--- config.mk ---
export PLATFORM = sky130hd
export DESIGN_NAME = tty_tx
export DESIGN_NICKNAME = d
export VERILOG_FILES = /design/src/rtl/tty_tx_pkg.sv /design/src/rtl/tty_tx_div.sv /design/src/rtl/tty_tx_frame.sv /design/src/rtl/tty_tx.sv
export SDC_FILE = /design/constraint.sdc
export NUM_CORES = 1
export LEC_CHECK = 0
export BUFFER_PORTS_ARGS = -buffer_cell sky130_fd_sc_hd__buf_2
export CORE_AREA = 8 8 94 96
export CTS_CLUSTER_SIZE = 40
export DETAILED_ROUTE_END_ITERATION = 10
export DIE_AREA = 0 0 102 104
export GPL_ROUTABILITY_DRIVEN = 0
export PLACE_DENSITY = 0.42
export SYNTH_ARGS = -nofsm -noshare
export SYNTH_HDL_FRONTEND = slang
export SYNTH_HIERARCHICAL = 1
export SYNTH_SLANG_ARGS = --single-unit
--- constraint.sdc ---
create_clock -name clk -period 2.3 [get_ports clk]
set_input_delay 0.115 -clock clk [delete_from_list [all_inputs] [get_ports clk]]
set_output_delay 0.115 -clock clk [all_outputs]
set_load 0.01 [all_outputs]
--- src/rtl/tty_tx_pkg.sv ---
package tty_tx_pkg;
  localparam int DATA_W  = 8;
  localparam int CNT_W   = 16;
  localparam int FRAME_W = DATA_W + 3;           // start + data + two stop
  localparam int BITS_W  = $clog2(FRAME_W + 1);

  typedef enum logic [1:0] {
    ST_IDLE = 2'd0,
    ST_ARM  = 2'd1,
    ST_SEND = 2'd2
  } tx_state_t;
endpackage

--- src/rtl/tty_tx_div.sv ---
module tty_tx_div #(
  parameter int           CNT_W  = 16,
  parameter logic [15:0]  PRESET = 16'd57203
) (
  input  logic clk,
  input  logic rst_n,
  output logic tick
);
  localparam logic [CNT_W-1:0] LOAD_V = CNT_W'(PRESET);

  logic [CNT_W-1:0] cnt_q, cnt_d;

  assign tick = &cnt_q;

  always_comb begin
    if (tick) cnt_d = LOAD_V;
    else      cnt_d = cnt_q + 1'b1;
  end

  always_ff @(posedge clk or negedge rst_n) begin
    if (!rst_n) cnt_q <= LOAD_V;
    else        cnt_q <= cnt_d;
  end


  cnt_floor_chk: assert property (@(posedge clk) disable iff (!rst_n)
    cnt_q >= LOAD_V);
endmodule

--- src/rtl/tty_tx_frame.sv ---
module tty_tx_frame
  import tty_tx_pkg::*;
(
  input  logic              clk,
  input  logic              rst_n,
  input  logic              tick,
  input  logic              ld,
  input  logic [DATA_W-1:0] data,
  input  logic              two_stop,
  input  logic              clr,
  output logic              txd,
  output logic              done
);
  localparam logic [BITS_W-1:0] NB_ONE = BITS_W'(FRAME_W - 1);
  localparam logic [BITS_W-1:0] NB_TWO = BITS_W'(FRAME_W);

  tx_state_t          state_q, state_d;
  logic [FRAME_W-1:0] shreg_q, shreg_d;
  logic [BITS_W-1:0]  bits_q, bits_d;
  logic               phase_q, phase_d;
  logic               done_q, done_d;

  always_comb begin
    state_d = state_q;
    shreg_d = shreg_q;
    bits_d  = bits_q;
    phase_d = phase_q;
    done_d  = done_q;
    if (clr) done_d = 1'b0;
    unique case (state_q)
      ST_IDLE: begin
        if (ld) begin
          shreg_d = {2'b11, data, 1'b0};
          bits_d  = two_stop ? NB_TWO : NB_ONE;
          phase_d = 1'b0;
          done_d  = 1'b0;
          state_d = ST_ARM;
        end
      end
      ST_ARM: begin
        if (tick) state_d = ST_SEND;
      end
      ST_SEND: begin
        if (tick) begin
          phase_d = ~phase_q;
          if (phase_q) begin
            shreg_d = {1'b1, shreg_q[FRAME_W-1:1]};
            bits_d  = bits_q - 1'b1;
            if (bits_q == BITS_W'(1)) begin
              state_d = ST_IDLE;
              done_d  = 1'b1;
            end
          end
        end
      end
      default: state_d = ST_IDLE;
    endcase
  end

  always_ff @(posedge clk or negedge rst_n) begin
    if (!rst_n) begin
      state_q <= ST_IDLE;
      shreg_q <= '1;
      bits_q  <= '0;
      phase_q <= 1'b0;
      done_q  <= 1'b0;
    end else begin
      state_q <= state_d;
      shreg_q <= shreg_d;
      bits_q  <= bits_d;
      phase_q <= phase_d;
      done_q  <= done_d;
    end
  end

  assign txd  = (state_q == ST_SEND) ? shreg_q[0] : 1'b1;
  assign done = done_q;


  start_low_chk: assert property (@(posedge clk) disable iff (!rst_n)
    (state_q == ST_ARM && tick) |=> (txd == 1'b0));


  done_rise_chk: assert property (@(posedge clk) disable iff (!rst_n)
    $rose(done_q) |-> $past(state_q == ST_SEND));


  busy_flag_chk: assert property (@(posedge clk) disable iff (!rst_n)
    (state_q != ST_IDLE) |-> !done_q);


  load_clear_chk: assert property (@(posedge clk) disable iff (!rst_n)
    (state_q == ST_IDLE && ld) |=> !done_q);


  busy_load_chk: assert property (@(posedge clk) disable iff (!rst_n)
    (state_q == ST_ARM && ld && !tick) |=> ($stable(shreg_q) && $stable(bits_q)));


  clr_flag_chk: assert property (@(posedge clk) disable iff (!rst_n)
    (clr && state_q == ST_IDLE && !ld) |=> (!done_q && state_q == ST_IDLE));
endmodule

--- src/rtl/tty_tx.sv ---
module tty_tx
  import tty_tx_pkg::*;
#(
  parameter logic [15:0] PRESET = 16'd57203
) (
  input  logic       clk,
  input  logic       rst_n,
  input  logic [7:0] tx_data,
  input  logic       tx_load,
  input  logic       two_stop,
  input  logic       done_clr,
  output logic       txd,
  output logic       done
);
  logic rst_meta_q, rst_sync_q;
  logic tick;

  always_ff @(posedge clk or negedge rst_n) begin
    if (!rst_n) begin
      rst_meta_q <= 1'b0;
      rst_sync_q <= 1'b0;
    end else begin
      rst_meta_q <= 1'b1;
      rst_sync_q <= rst_meta_q;
    end
  end

  tty_tx_div #(
    .CNT_W  (CNT_W),
    .PRESET (PRESET)
  ) u_div (
    .clk   (clk),
    .rst_n (rst_sync_q),
    .tick  (tick)
  );

  tty_tx_frame u_frame (
    .clk      (clk),
    .rst_n    (rst_sync_q),
    .tick     (tick),
    .ld       (tx_load),
    .data     (tx_data),
    .two_stop (two_stop),
    .clr      (done_clr),
    .txd      (txd),
    .done     (done)
  );
endmodule

==> run metrics <==
status finished clean; Port Buffers 14; vias in the first global route 1372; worst hold path class primary input to flip-flop; fin crit share 0.959; MaxCap Viol Count 0; Final setup viols 0; Critical Path RT 2.51 ns; Synth Area in Compound Gates 0.0942; Clock Latency Late Sink 0.28 ns; synthesized-area fraction occupied by and/or/nand/nor cells 0.257; Critical Path AT 2.41 ns; CTS Buf Count 5; num rows 32; largest family of logic cells by synthesized area simple AND/OR/NAND/NOR gates; Final TNS setup 0 ns; Slowest-stage cell, CP dfstp_2; synthesis-stage register bit count 35; largest net degree at the start of global routing 34; DP Wirelength 2540 µm; clock root buffer clkbuf_8; synth warn 6; DR WL/cell 12.0 µm; Primary FF master, synth dfstp_2; clock-pin slew on the worst setup and hold paths around 0.07 ns; Final nets 220; worst path cell trace ha_4, nand3_2, or2_4, or3_4, inv_4, and4b_2, buf_6, nor3_1, a31oi_1; Clock Path Buffers 2; number of H-tree levels 2; routed vias/inst roughly 4.3; ys async rst share 1.00; 1st-iter DRT viols 52; share of cells above drive strength 1 0.341; area of the core 0.00745 mm²; GR Util All Layers 0.0754; VDD IR max between 0.0002 and 0.0003 V; Fin Clk Skew 0.00492 ns; P_leak just under 0.9 nW; GR Overflow Total 0; mux cell area share after synthesis 0.0120; Starting Density 0.239; Post-Syn Nets between 150 and 200; Total Power 1.19 mW; Ant. Diodes 0; Die Span X ~100 µm; initial antenna violation count 0; CP Max Fanout 8; fin. max-slew vios 0; multi-input logic area 803 µm²; most common cell after layout, fill and taps aside nand2_1; vias post-DR between 1000 and 1500; EDFF count, synth 0; Critical Path Start Type flip-flop; Remaining DRCs 0; Crit. End Element flip-flop; die area 0.0106 mm²; fill count 828; Die Ht between 100 and 150 µm; # clock sinks 35; Syn Std Cell Area 0.00178 mm²; Crit Path Category flip-flop to flip-flop; Cell variety after synth 47; CP max stage delay 0.57 ns; Final Hold Viols 0; area added between synthesis and finish 20.7%; syn avg cell area 10.2 µm²; Finished Layout Cells 307; sequential fraction of the synthesis area 0.507; IO Count 15; DRT Pass-1 Iters 4; TritonCTS clock tree yes; remaining antenna violation count 0; aggregate routed wire length about 3700 µm; first-pass GRT wire length around 6400 µm; post-synthesis adder-cell area fraction 0.0211; Gate Count Post-Synth ~180; Placed Cells 296; Max Freq ~450 MHz; commonest cells after routing, fill and taps aside nand2_1, dfstp_2, buf_4; XOR/XNOR share of the synthesized area 0.0541; fin crit period 2.21 ns; power density over cell area 554 mW/mm²; FF/Latch Area 902 µm²
-- report_power, final --
group,total (mW),internal [mW],switching [mW]
logic,0.0746,0.0367,0.0378
clock network,0.429,0.213,0.217
registers,0.686,0.665,0.0215
total,1.19,0.914,0.276
-- through the flow --
step,hold slack [ns],setup slack (ns),cell area (µm²),util
5_1_grt,0.0518,-0.00748,2150,0.288
3_5_place_dp,-0.0967,-0.0106,2020,0.271
6_report,0.0575,0.0950,2150,0.288
4_1_cts,0.0448,0.00820,2120,0.284
3_3_place_gp,-0.0982,0.0512,2020,0.271
2_1_floorplan,-0.181,0.00899,1780,-
-- area by class of cell --
type | instances | share of cell area
clock buffer | 7 | 0.0355
tap | 102 | 0.0594
sequential | 35 | 0.420
timing repair buffer | 31 | 0.0950
multi-input combinational | 124 | 0.374
clock inverter | 1 | 0.00233
inverter | 7 | 0.0134
-- layer usage --
| metal | up-vias | part of all wire | GRT usage |
|---|---|---|---|
| met3 | 7 | 0.028 | 0.0234 |
| met1 | 631 | 0.47 | 0.0924 |
| met5 | - | 0 | 0 |
| met2 | 15 | 0.49 | 0.117 |
| met4 | 0 | 0.016 | 0.0346 |
| li1 | 664 | - | - |
-- Yosys cell counts, types with 2 or more instances --
master | count | area, µm²
o21ai_0 | 5 | 25.0
nor2_1 | 10 | 37.5
nand2b_1 | 3 | 18.8
xnor2_1 | 7 | 61.3
buf_6 | 3 | 33.8
buf_2 | 4 | 20.0
dfstp_2 | 21 | 552
nand4_1 | 5 | 31.3
nor4_1 | 3 | 18.8
a31oi_1 | 9 | 56.3
inv_1 | 7 | 26.3
ha_1 | 3 | 37.5
dfrtp_1 | 14 | 350
nand3_1 | 4 | 20.0
xor2_1 | 4 | 35.0
nor3_1 | 11 | 55.1
nand2_1 | 31 | 116
a211oi_1 | 2 | 15.0
-- logic make-up after synthesis --
kind of cell,count (synthesis)
other,1
AOI/OAI and AO/OA,25
adders and majority gates,3
xor gates and xnor gates,11
and+or+nand+nor,82
DFF,35
buffers and inverters,16
muxes,2
-- critical path: cells and delay by family (launching register included) --
kind	cells	cell delay, ns
and+or+nand+nor	5	1.04
adders and majority gates	1	0.14
DFF	1	0.57
AOI/OAI and AO/OA	1	0.16
buffers and inverters	2	0.23
-- worst paths after layout --
check / endpoint / cells after the start / startpoint / slack, ns
max: u_frame/shreg_q[3] / 9 / u_div/cnt_q[0] / 0.09
min: u_frame/shreg_q[6] / 3 / tx_data[5] / 0.06
max reg2reg: u_frame/shreg_q[3] / 9 / u_div/cnt_q[0] / 0.09
min reg2reg: u_frame/done / 1 / rst_sync_q / 0.28
max in group asynchronous: u_div/cnt_q[4] / 1 / rst_sync_q / 1.67
min in group asynchronous: rst_sync_q / 2 / rst_n / 0.14
-- registers in the layout (all words and copies together) (netlist names) --
name	cells
u_frame/phase_q	1
u_frame/bits_q	4
rst_sync_q	1
rst_meta_q	1
u_frame/done	1
u_div/cnt_q	16
u_frame/state_q	2
u_frame/shreg_q	9
-- timing repair --
item	CTS	global route
resized for setup	1	4
hold buffers	1	0
pin swaps	0	1
setup buffers	1	1
endpoints found under the setup margin	8	12
endpoints found under the hold margin	2	0
(Power assumes the default switching activity.)
